[src/rtl/bl_pkg.sv]
package bl_pkg;

  localparam logic [2:0] BR_CLASS = 3'b101;

  typedef enum logic [3:0] {
    CC_EQ = 4'h0, CC_NE = 4'h1, CC_CS = 4'h2, CC_CC = 4'h3,
    CC_MI = 4'h4, CC_PL = 4'h5, CC_VS = 4'h6, CC_VC = 4'h7,
    CC_HI = 4'h8, CC_LS = 4'h9, CC_GE = 4'hA, CC_LT = 4'hB,
    CC_GT = 4'hC, CC_LE = 4'hD, CC_AL = 4'hE, CC_NV = 4'hF
  } cond_code_e;

  typedef struct packed {
    logic [3:0]  cond;
    logic [2:0]  cls;
    logic        link;
    logic [23:0] ofs;
  } br_word_t;

  typedef struct packed {
    logic n;
    logic z;
    logic c;
    logic v;
  } flags_t;

endpackage

[src/rtl/bl_cond_eval.sv]
module bl_cond_eval
  import bl_pkg::*;
(
  input  logic [3:0] cond,
  input  flags_t     flg,
  output logic       pass
);

  logic nv_eq;

  always_comb begin
    nv_eq = (flg.n == flg.v);
    case (cond_code_e'(cond))
      CC_EQ:   pass = flg.z;
      CC_NE:   pass = !flg.z;
      CC_CS:   pass = flg.c;
      CC_CC:   pass = !flg.c;
      CC_MI:   pass = flg.n;
      CC_PL:   pass = !flg.n;
      CC_VS:   pass = flg.v;
      CC_VC:   pass = !flg.v;
      CC_HI:   pass = flg.c && !flg.z;
      CC_LS:   pass = !flg.c || flg.z;
      CC_GE:   pass = nv_eq;
      CC_LT:   pass = !nv_eq;
      CC_GT:   pass = !flg.z && nv_eq;
      CC_LE:   pass = flg.z || !nv_eq;
      CC_AL:   pass = 1'b1;
      default: pass = 1'b0;
    endcase
  end

endmodule

[src/rtl/bl_addr_calc.sv]
module bl_addr_calc #(
  parameter int ADDR_W         = 32,
  parameter int OFS_W          = 24,
  parameter int INSN_BYTES     = 4,
  parameter int PREFETCH_WORDS = 2
) (
  input  logic [ADDR_W-1:0] pc,
  input  logic [OFS_W-1:0]  ofs,
  output logic [ADDR_W-1:0] target,
  output logic [ADDR_W-1:0] link
);

  localparam int SHIFT     = $clog2(INSN_BYTES);
  localparam int EXT_W     = ADDR_W - OFS_W - SHIFT;
  localparam int LINK_BACK = (PREFETCH_WORDS - 1) * INSN_BYTES;

  logic [ADDR_W-1:0] ofs_bytes;
  logic [ADDR_W-1:0] ret_raw;

  always_comb begin
    ofs_bytes = {{EXT_W{ofs[OFS_W-1]}}, ofs, {SHIFT{1'b0}}};
    target    = pc + ofs_bytes;
    ret_raw   = pc - ADDR_W'(LINK_BACK);
    link      = ret_raw & ~ADDR_W'(3);
  end

endmodule

[src/rtl/bl_refill_seq.sv]
module bl_refill_seq #(
  parameter int ADDR_W       = 32,
  parameter int INSN_BYTES   = 4,
  parameter int REFILL_BEATS = 3
) (
  input  logic              clk,
  input  logic              rst,
  input  logic              fire,
  input  logic              fire_link,
  input  logic [ADDR_W-1:0] new_target,
  input  logic [ADDR_W-1:0] new_link,
  output logic              branch_taken,
  output logic              flush,
  output logic [ADDR_W-1:0] target_addr,
  output logic              link_we,
  output logic [ADDR_W-1:0] link_data,
  output logic              fetch_req,
  output logic              fetch_seq,
  output logic [ADDR_W-1:0] fetch_addr,
  output logic              busy
);

  localparam int BEAT_W = $clog2(REFILL_BEATS + 1);

  logic [BEAT_W-1:0] beat;

  always_ff @(posedge clk) begin
    if (rst) begin
      branch_taken <= 1'b0;
      flush        <= 1'b0;
      target_addr  <= '0;
      link_we      <= 1'b0;
      link_data    <= '0;
      fetch_req    <= 1'b0;
      fetch_seq    <= 1'b0;
      fetch_addr   <= '0;
      busy         <= 1'b0;
      beat         <= '0;
    end else begin
      branch_taken <= 1'b0;
      flush        <= 1'b0;
      link_we      <= 1'b0;
      if (fire && !busy) begin
        branch_taken <= 1'b1;
        flush        <= 1'b1;
        target_addr  <= new_target;
        link_we      <= fire_link;
        if (fire_link) link_data <= new_link;
        fetch_req    <= 1'b1;
        fetch_seq    <= 1'b0;
        fetch_addr   <= new_target;
        busy         <= 1'b1;
        beat         <= BEAT_W'(1);
      end else if (busy) begin
        if (beat == BEAT_W'(REFILL_BEATS)) begin
          busy      <= 1'b0;
          fetch_req <= 1'b0;
          fetch_seq <= 1'b0;
          beat      <= '0;
        end else begin
          fetch_seq  <= 1'b1;
          fetch_addr <= fetch_addr + ADDR_W'(INSN_BYTES);
          beat       <= beat + BEAT_W'(1);
        end
      end
    end
  end

endmodule

[src/rtl/branch_link_unit.sv]
module branch_link_unit
  import bl_pkg::*;
#(
  parameter int ADDR_W         = 32,
  parameter int INSN_W         = 32,
  parameter int OFS_W          = 24,
  parameter int INSN_BYTES     = 4,
  parameter int PREFETCH_WORDS = 2,
  parameter int REFILL_BEATS   = 3
) (
  input  logic              clk,
  input  logic              rst,
  input  logic              instr_valid,
  input  logic [INSN_W-1:0] instr,
  input  logic [ADDR_W-1:0] pc,
  input  logic              flag_n,
  input  logic              flag_z,
  input  logic              flag_c,
  input  logic              flag_v,
  output logic              branch_taken,
  output logic              flush,
  output logic [ADDR_W-1:0] target_addr,
  output logic              link_we,
  output logic [ADDR_W-1:0] link_data,
  output logic              fetch_req,
  output logic              fetch_seq,
  output logic [ADDR_W-1:0] fetch_addr,
  output logic              busy
);

  br_word_t          word;
  flags_t            flg;
  logic              cond_ok;
  logic              is_branch;
  logic              fire;
  logic [ADDR_W-1:0] calc_target;
  logic [ADDR_W-1:0] calc_link;

  always_comb begin
    word      = br_word_t'(instr);
    flg       = '{n: flag_n, z: flag_z, c: flag_c, v: flag_v};
    is_branch = (word.cls == BR_CLASS);
    fire      = instr_valid && !busy && is_branch && cond_ok;
  end

  bl_cond_eval u_cond (
    .cond (word.cond),
    .flg  (flg),
    .pass (cond_ok)
  );

  bl_addr_calc #(
    .ADDR_W         (ADDR_W),
    .OFS_W          (OFS_W),
    .INSN_BYTES     (INSN_BYTES),
    .PREFETCH_WORDS (PREFETCH_WORDS)
  ) u_addr (
    .pc     (pc),
    .ofs    (word.ofs[OFS_W-1:0]),
    .target (calc_target),
    .link   (calc_link)
  );

  bl_refill_seq #(
    .ADDR_W       (ADDR_W),
    .INSN_BYTES   (INSN_BYTES),
    .REFILL_BEATS (REFILL_BEATS)
  ) u_seq (
    .clk          (clk),
    .rst          (rst),
    .fire         (fire),
    .fire_link    (word.link),
    .new_target   (calc_target),
    .new_link     (calc_link),
    .branch_taken (branch_taken),
    .flush        (flush),
    .target_addr  (target_addr),
    .link_we      (link_we),
    .link_data    (link_data),
    .fetch_req    (fetch_req),
    .fetch_seq    (fetch_seq),
    .fetch_addr   (fetch_addr),
    .busy         (busy)
  );

endmodule

[config.mk]
export PLATFORM = sky130hd
export DESIGN_NAME = branch_link_unit
export DESIGN_NICKNAME = d
export VERILOG_FILES = /design/src/rtl/bl_pkg.sv /design/src/rtl/bl_cond_eval.sv /design/src/rtl/bl_addr_calc.sv /design/src/rtl/bl_refill_seq.sv /design/src/rtl/branch_link_unit.sv
export SDC_FILE = /design/constraint.sdc
export NUM_CORES = 1
export LEC_CHECK = 0
export ABC_AREA = 1
export BUFFER_PORTS_ARGS = -buffer_cell sky130_fd_sc_hd__buf_2
export CAP_MARGIN = 10
export CELL_PAD_IN_SITES_DETAIL_PLACEMENT = 0
export CELL_PAD_IN_SITES_GLOBAL_PLACEMENT = 1
export CORE_MARGIN = 1
export CORE_UTILIZATION = 34
export DETAILED_ROUTE_END_ITERATION = 10
export PLACE_DENSITY_LB_ADDON = 0.1
export SYNTH_ARGS = -nofsm -noshare
export SYNTH_HDL_FRONTEND = slang
export SYNTH_SLANG_ARGS = --single-unit
[constraint.sdc]
create_clock -name clk -period 1.6 [get_ports clk]
set_input_delay 0.16 -clock clk [delete_from_list [all_inputs] [get_ports clk]]
set_output_delay 0.16 -clock clk [all_outputs]
set_load 0.005 [all_outputs]
## After elaboration in Yosys (flattened, before gate mapping)

Cells that the tools add are included.

- Add/subtract/negate cells: 4
- Mux-type cells: 14
- Reduce and logical (&&, ||, !) cells: 22
- Equal/unequal tests: 18
- Bitwise logic cells: 1

Operator list:

| kind | number |
|---|---|
| two-way mux 32 bit | 3 |
| adder 32 x 3 -> 32 bit, second input constant | 1 |
| adder 32 bit | 1 |
| subtractor 32 x 3 -> 32 bit, second input constant | 1 |
| equality test 4 bit, second input constant | 7 |
| equality test 4 x 3 -> 1 bit, second input constant | 4 |
| one-hot mux 1 bit (15 select lines) | 1 |
| two-way mux 1 bit | 9 |
| equality test 4 x 2 -> 1 bit, second input constant | 2 |
| logical AND 1 bit | 6 |
| zero test 1 bit | 6 |
| AND reduction 2 bit | 3 |
| equality test 4 x 1 -> 1 bit, second input constant | 1 |
| zero test 4 bit | 1 |
| nonzero test 2 bit | 2 |
| OR reduction 2 bit | 2 |
| equality test 3 bit, second input constant | 1 |
| adder 2 x 1 -> 2 bit, second input constant | 1 |
| equality test 2 bit, second input constant | 1 |
| logical OR 1 bit | 2 |
| two-way mux 2 bit | 1 |
| != test 2 x 1 -> 1 bit, second input constant | 1 |
| equality test 1 bit | 1 |
| NOT 1 bit | 1 |

- Word-level logic and storage cells: 69
- Bits in registers: 101
- Output and inout port bits: 102
- Input port bits: 71

## Logic depth before layout (Yosys ltp)

Gate-level depths: netlist of the first run.

- Depth in word-level cells: 8
- Depth in mapped cells: 15
- Gate-level depth less buffers: 15

## Cells and area by module

Synthesis of the first run repeated with hierarchy kept, for this count alone.

- Cell total of the unflattened synthesis: 1299
- Area total of the unflattened synthesis: 7805.0 µm²

Modules (own cells, without submodules):

| module | area an instance (µm²) | cells an instance | instances |
|---|---|---|---|
| bl_refill_seq | 4678.2 | 659 | 1 |
| bl_addr_calc | 2862.7 | 577 | 1 |
| bl_cond_eval | 229.0 | 55 | 1 |
| branch_link_unit | 35.0 | 8 | 1 |

## Worst setup path before layout of the first run

OpenSTA, ideal clock, no wires.

- Path type: input to register
- Start: in instr[0]
- End: reg u_seq.fetch_addr[16]
- Library setup time: 64 ps
- Data arrival time: 1664 ps
- Cell stages on the path: 15
- Setup slack: -128 ps
- Path buffers: 0
- Data required time: 1536 ps
- Cells stage by stage: ha_1 > fa_1 > nand3_1 > nand2_1 > nand2_1 > nand2_1 > nand2_1 > nand2_1 > nand2_1 > nand2_1 > nand2_1 > nand2_1 > nor2_1 > nor2_1 > nor2_1

- Longest elaborated chain between the ends: 2

RTL lines:

| item | line | text |
|---|---|---|
| start: declaration | branch_link_unit.sv:14 | `input logic [INSN_W-1:0] instr,` |
| adder 32 bit | bl_addr_calc.sv:22 | `target = pc + ofs_bytes;` |
| two-way mux 32 bit | bl_refill_seq.sv:43 | `if (fire && !busy) begin` |
| end signal: assignment | bl_refill_seq.sv:51 | `fetch_addr <= new_target;` |
| end signal: assignment | bl_refill_seq.sv:62 | `fetch_addr <= fetch_addr + ADDR_W'(INSN_BYTES);` |
| end: declaration | bl_refill_seq.sv:19 | `output logic [ADDR_W-1:0] fetch_addr,` |

Every way passes these cells.
A chain may end at the register's enable or synchronous reset.

## Worst setup path in the final report of the first run

- Start: reg u_seq.fetch_addr[14]
- End: reg u_seq.fetch_addr[30]

- Longest elaborated chain between the ends: 4

RTL lines:

| item | line | text |
|---|---|---|
| adder 32 x 3 -> 32 bit | bl_refill_seq.sv:62 |  |
| two-way mux 32 bit | bl_refill_seq.sv:55 | `if (beat == BEAT_W'(REFILL_BEATS)) begin` |
| two-way mux 32 bit | bl_refill_seq.sv:54 | `end else if (busy) begin` |
| two-way mux 32 bit | bl_refill_seq.sv:43 |  |

Every way passes these cells. The select of a mux whose other input is x is not followed.

==> metrics.csv, run 1 <==
stage,metric,value,unit
run_status,result of the run,"complete, but fails checks",
run_status,violated checks,setup timing,
route,Final ANT Viol Nets,0,
synth,"top cells by area, synth","sky130_fd_sc_hd__dfxtp_1 (27%), sky130_fd_sc_hd__nand2_1 (19%), sky130_fd_sc_hd__nor2_1 (8.9%)",
synth,fraction of the yosys area taken by sequential cells,27.0,%
setup_path,critical path endpoint category,register,
synth,area fraction of the dominant cell type after synthesis,27.0,%
setup_path,worst setup path category,reg2reg,
placement,Setup Slack @ Placement,-0.564,ns
timing,final critical delay including setup and external delays,1.67,ns
route,Remaining DRCs,0,
setup_path,crit path DAT,1.91,ns
final_layout,# nets final,1770,
route,vias per inst,4.79,
timing,Worst Skew,0.00846,ns
cts,clock buffer count from CTS,9,
final_layout,summed area of non-filler cells in the final layout,11800,sq um
power_and_ir_drop,highest ir drop seen on vdd,0.560,mV
route,routed wirelength normalized by instance count,15.5,microns
cts,clock tree from TritonCTS,done,
placement,HPWL after detailed placement,24300,microns
floorplan,Die X-Extent,151,microns
cts,Clock Pin Slew Worst Setup and Hold Paths,0.08,ns
power_and_ir_drop,leak pwr,6.06,nW
cts,Max H-tree Level,3,
timing,share of the clock period used by the worst path,104,%
synth,post-synthesis cell count,1260,
global_route,via count of the first global-routing pass,8715,
synth,"area leader, netlist",sky130_fd_sc_hd__dfxtp_1,
timing,post-route setup slack,-0.0674,ns
synth,share of async-settable or async-resettable flops after synthesis,0,%
power_and_ir_drop,PD cells,602,nW/um^2
floorplan,starting density of the core,35.1,%
cts,CTS Root Cell,sky130_fd_sc_hd__clkbuf_16,
synth,most common cell in the synthesized netlist,sky130_fd_sc_hd__nand2_1,
route,aggregate routed wire length,30200,microns
synth,post-synthesis cell area,7500,sq um
placement,count of input and output buffers,170,
setup_path,Top delay family on crit path,simple AND/OR/NAND/NOR gates,
synth,Main synth FF type,sky130_fd_sc_hd__dfxtp_1,
synth,register bit total from synthesis,101,
setup_path,CP bufs+invs,1,
route,count of TritonRoute iterations in the first routing pass,4,
route,via count of the routed design,9326,
floorplan,area of the die,22700,sq um
setup_path,required time of the worst setup path,1.85,ns
global_route,Overall Global Routing Usage,26.4,%
floorplan,row cnt,53,
cts,count of hold buffers inserted by post-cts repair,0,
floorplan,IO Count,173,
route,Detailed Route Iter0 Violations,418,
timing,endpoints failing setup,1,
setup_path,Max Fanout on Critical Path,4,
timing,final count of pins violating max slew,0,
global_route,pin count of the biggest net entering global routing,30,
final_layout,final antenna diode count,0,
placement,post-place instance area,10400,sq um
worst_hold_path,class of the most critical hold timing path,in2reg,
flow_run,count of maximum capacitance violations,0,
setup_path,"Slowest-stage cell, CP",sky130_fd_sc_hd__dfxtp_2,
setup_path,largest stage delay on the critical path,0.37,ns
final_layout,layout-stage area growth over the synthesis result,57.6,%
floorplan,vertical die dimension,151,microns
global_route,global route total overflow,0,
synth,average instance area after synthesis,5.95,sq um
synth,Ys Warns,0,
synth,number of enable flip-flop cells after synthesis,0,
floorplan,Core Box Area,21400,sq um
setup_path,CP startpoint kind,register,
cts,number of buffers between clock root and the deepest sink,2,
timing,Achievable Freq,600,MHz
placement,routability-driven placement congestion ratio,0.924,
timing,"Hold Violations, Final",0,
final_layout,share of final-layout standard cells stronger than drive strength 1,38.5,%
global_route,initial antenna violation count,0,
cts,CTS sink count,101,
global_route,first-pass GRT wire length,45300,microns
synth,count of cell types in the netlist,38,
cts,latest clock arrival within the worst-skew pair,0.37,ns
timing,unrepaired setup endpoints after global routing,yes,
synth,"top cells by count, synth","sky130_fd_sc_hd__nand2_1 (379), sky130_fd_sc_hd__nor2_1 (177), sky130_fd_sc_hd__inv_1 (160)",
setup_path,series of cell instances along the critical path,nand2_2 -> buf_4 -> nor2_4 -> nand4_1 -> nor3_2 -> nand2_1 -> nand2_1 -> nand2_2 -> o21ai_4 -> a21oi_1,
[worst reg2reg max path, cell delays in order, from the launching register on]
cell	delay, ns
sky130_fd_sc_hd__dfxtp_2	0.37
sky130_fd_sc_hd__nand2_2	0.06
sky130_fd_sc_hd__buf_4	0.14
sky130_fd_sc_hd__nor2_4	0.10
sky130_fd_sc_hd__nand4_1	0.18
sky130_fd_sc_hd__nor3_2	0.24
sky130_fd_sc_hd__nand2_1	0.07
sky130_fd_sc_hd__nand2_1	0.07
sky130_fd_sc_hd__nand2_2	0.07
sky130_fd_sc_hd__o21ai_4	0.16
sky130_fd_sc_hd__a21oi_1	0.09
[metal layers]
| metal | routed length, microns | vias to the layer above | global-route usage [%] |
|---|---|---|---|
| li1 | - | 4832 | - |
| met1 | 13200 | 4206 | 33.1 |
| met2 | 14700 | 236 | 46.5 |
| met3 | 1390 | 52 | 3.06 |
| met4 | 907 | 0 | 8.59 |
| met5 | 0 | - | 0 |
[flip-flops by register name, summed over array words and instances (netlist names)]
signal / cells
u_seq.beat: 2
u_seq.fetch_req: 1
u_seq.link_data: 30
u_seq.target_addr: 32
u_seq.branch_taken: 1
u_seq.busy: 1
u_seq.fetch_addr: 32
u_seq.link_we: 1
u_seq.fetch_seq: 1
[layout make-up]
| type | count | area [sq um] |
|---|---|---|
| Clock buffer | 9 | 225 |
| Fill cell | 2199 | 9530 |
| Tap cell | 275 | 344 |
| Sequential cell | 101 | 2070 |
| Inverter | 162 | 613 |
| Clock inverter | 7 | 91.3 |
| Timing Repair Buffer | 426 | 2940 |
| Multi-Input combinational cell | 966 | 5540 |
[per-stage QoR]
stage,power (mW),std cells,hold slack (ns),TNS (ns),util (%)
after global routing,7.47,1946,0.0854,-1.41,55.4
final,7.12,1946,0.0524,-0.0674,55.4
after global placement,4.50,1911,0.433,-24.13,48.6
after detailed placement,4.51,1911,0.444,-25.73,48.6
after CTS,6.96,1934,0.0545,-0.315,51.6
after floorplan,3.57,1261,0.323,0,-
[final timing paths]
kind / startpoint / to / slack [ns] / depth (start not counted)
hold reg to reg: u_seq.target_addr[25] / u_seq.target_addr[25] / 0.46 / 2
setup reg to reg: u_seq.fetch_addr[14] / u_seq.fetch_addr[30] / -0.07 / 10
hold / removal: pc[1] / u_seq.fetch_addr[1] / 0.05 / 3
setup / recovery: u_seq.fetch_addr[14] / u_seq.fetch_addr[30] / -0.07 / 10
[kinds of logic after synthesis]
family	count (synthesis)	synth area share, %
other cells	1	0.0500
compound gates	174	12.0
flops	101	27.0
xor+xnor	45	5.25
fa+ha+maj	33	5.60
simple gates	712	39.5
buf+inv	194	10.6
[layout by cell type, fill, tap and decap left out, types with 21 or more instances in the layout]
cell type                   n
sky130_fd_sc_hd__nand2_1  333
sky130_fd_sc_hd__nand4_1   22
sky130_fd_sc_hd__a21oi_1   57
sky130_fd_sc_hd__buf_4    236
sky130_fd_sc_hd__nor2_1   139
sky130_fd_sc_hd__nand2_2   38
sky130_fd_sc_hd__inv_1    152
sky130_fd_sc_hd__nor2_2    29
sky130_fd_sc_hd__buf_2    170
sky130_fd_sc_hd__nand3_1   61
sky130_fd_sc_hd__o21ai_1   21
sky130_fd_sc_hd__dfxtp_1   83
sky130_fd_sc_hd__xor2_1    28
sky130_fd_sc_hd__o21ai_0   66
[timing repair]
| item | in CTS | in global routing |
|---|---|---|
| gates cloned | 2 | 2 |
| resized for setup | 59 | 208 |
| buffers inserted | 5 | 10 |
| endpoints found under the setup margin | 32 | 70 |
| pin swaps | 9 | 62 |
[power breakdown]
group / switching [mW] / total, mW / internal, mW
sequential: 0.0601 / 2.62 / 2.56
clock: 1.15 / 2.40 / 1.25
combinational: 1.16 / 2.09 / 0.934
No activity file was read; power rests on OpenSTA's default activity.
==> inputs of run 2 (changes only) <==
SETUP_SLACK_MARGIN = 0.5   (was default)
==> run 2 against run 1 <==
  * The flow still finishes with violations (setup timing)
  * Cell count rose by 0.87%
  * Critical path depth did not move
  * Fmax rose by 2.7%
  * First-iteration DRC count rose by 9.3%
  * Clock skew rose by 0.0035 ns
  * Highest routed layer unchanged
==> metrics.csv, run 2 (synthesized netlist as in run 1, its figures left out) <==
stage,metric,value,unit
global_route,Overall Global Routing Usage,28.0,%
timing,endpoints failing setup,1,
floorplan,starting density of the core,35.1,%
route,routed wirelength normalized by instance count,16.5,microns
floorplan,area of the die,22700,sq um
run_status,violated checks,setup timing,
timing,Worst Skew,0.0120,ns
cts,latest clock arrival within the worst-skew pair,0.37,ns
timing,final critical delay including setup and external delays,1.62,ns
final_layout,layout-stage area growth over the synthesis result,90.2,%
power_and_ir_drop,leak pwr,6.82,nW
floorplan,row cnt,53,
cts,Max H-tree Level,3,
global_route,global route total overflow,0,
final_layout,Final Non-Filler Cells,1963,
global_route,initial antenna violation count,0,
timing,share of the clock period used by the worst path,101,%
floorplan,Die X-Extent,151,microns
placement,count of input and output buffers,170,
global_route,first-pass GRT wire length,48100,microns
final_layout,area occupied by multi-input gates,7020,sq um
final_layout,Filler Cells Inserted,1834,
global_route,pin count of the biggest net entering global routing,31,
power_and_ir_drop,highest ir drop seen on vdd,0.418,mV
timing,Achievable Freq,616,MHz
cts,CTS sink count,101,
setup_path,worst setup path category,reg2reg,
timing,"Hold Violations, Final",0,
cts,number of buffers between clock root and the deepest sink,2,
setup_path,required time of the worst setup path,1.85,ns
setup_path,CP startpoint kind,register,
cts,CTS Root Cell,sky130_fd_sc_hd__clkbuf_16,
setup_path,Max Fanout on Critical Path,6,
placement,number of cells in the design after placement,1866,
route,vias per inst,4.97,
floorplan,vertical die dimension,151,microns
timing,post-route setup slack,-0.0238,ns
route,via count of the routed design,9761,
timing,final count of pins violating max slew,0,
route,Detailed Route Iter0 Violations,457,
setup_path,critical path endpoint category,register,
placement,HPWL after detailed placement,23800,microns
final_layout,largest registers,"u_seq.fetch_addr x32, u_seq.target_addr x32, u_seq.link_data x30",
floorplan,IO Count,173,
final_layout,"leading cell type in the layout, fill and taps excluded",sky130_fd_sc_hd__nand2_1,
power_and_ir_drop,total power of the final layout,7.68,mW
final_layout,# nets final,1787,
worst_hold_path,class of the most critical hold timing path,in2reg,
final_layout,final antenna diode count,0,
global_route,via count of the first global-routing pass,9085,
cts,clock buffer count from CTS,9,
route,Remaining DRCs,0,
setup_path,crit path DAT,1.88,ns
route,Final ANT Viol Nets,0,
power_and_ir_drop,PD cells,538,nW/um^2
floorplan,Core Box Area,21400,sq um
route,count of TritonRoute iterations in the first routing pass,5,
cts,Clock Pin Slew Worst Setup and Hold Paths,0.08,ns
cts,clock tree from TritonCTS,done,
final_layout,final core utilization,66.8,%
timing,Setup TNS Final,-0.0238,ns
final_layout,share of final-layout standard cells stronger than drive strength 1,54.0,%
placement,routability-driven placement congestion ratio,0.935,
timing,unrepaired setup endpoints after global routing,yes,
final_layout,Reg area,2110,sq um
flow_run,count of maximum capacitance violations,0,
final_layout,most frequent cells in the layout,"sky130_fd_sc_hd__nand2_1 (239), sky130_fd_sc_hd__buf_4 (192), sky130_fd_sc_hd__inv_1 (132)",
run_status,result of the run,"complete, but fails checks",
route,aggregate routed wire length,32400,microns
placement,Setup Slack @ Placement,-0.319,ns
==> run 2: cell type report <==
class                   instances  share of cell area [%]
multi-input cells             966                    49.2
well taps                     275                    2.41
repair buffers                441                    26.1
clock inverters                 7                   0.544
inverters                     162                    5.08
flip-flops and latches        101                    14.8
repair inverters                2                   0.324
clock buffers                   9                    1.58
==> run 2: final timing paths <==
check                                            from                    end  slack [ns]  cells after the start
worst max-delay path              u_seq.fetch_addr[7]   u_seq.fetch_addr[30]       -0.02                     10
worst min-delay path                              rst   u_seq.target_addr[4]        0.05                      2
worst max register to register    u_seq.fetch_addr[7]   u_seq.fetch_addr[30]       -0.02                     10
worst min register to register  u_seq.target_addr[30]  u_seq.target_addr[30]        0.46                      2
==> run 2: metrics by stage <==
step | hold WS, ns | area, sq um
after global routing | 0.0646 | 14300
after floorplan | 0.320 | 8310
final | 0.0533 | 14300
after detailed placement | 0.407 | 10800
after global placement | 0.402 | 10800
after CTS | 0.0437 | 12900
==> run 2: repair_timing <==
item,4_1_cts,5_1_grt
pin swaps,120,118
cloned,8,1
endpoints found under the setup margin,118,125
hold buffers,0,0
gates resized for setup,351,297
setup buffers,43,29
==> run 2: critical path: stages, from the launching register on <==
cell                      delay [ns]
sky130_fd_sc_hd__dfxtp_4        0.41
sky130_fd_sc_hd__nand2_4        0.09
sky130_fd_sc_hd__nor3_4         0.23
sky130_fd_sc_hd__nand2_2        0.11
sky130_fd_sc_hd__nor3_2         0.13
sky130_fd_sc_hd__buf_4          0.17
sky130_fd_sc_hd__nand2_1        0.05
sky130_fd_sc_hd__nand2_1        0.05
sky130_fd_sc_hd__nand2_1        0.06
sky130_fd_sc_hd__o21ai_1        0.13
sky130_fd_sc_hd__a21oi_1        0.08
==> run 2: where the power goes <==
group	internal (mW)	total [mW]	switching (mW)
clock network	1.24	2.35	1.11
registers	2.56	2.63	0.0728
logic	1.25	2.70	1.45
==> run 2: per-layer routing <==
metal  track usage (%)  vias to the layer above  share of wire (%)
li1                  -                     4871                  -
met3              2.76                       54                3.9
met1              36.6                     4577                 45
met5                 0                        -                  0
met4              8.43                        0                2.5
met2              48.2                      259                 49
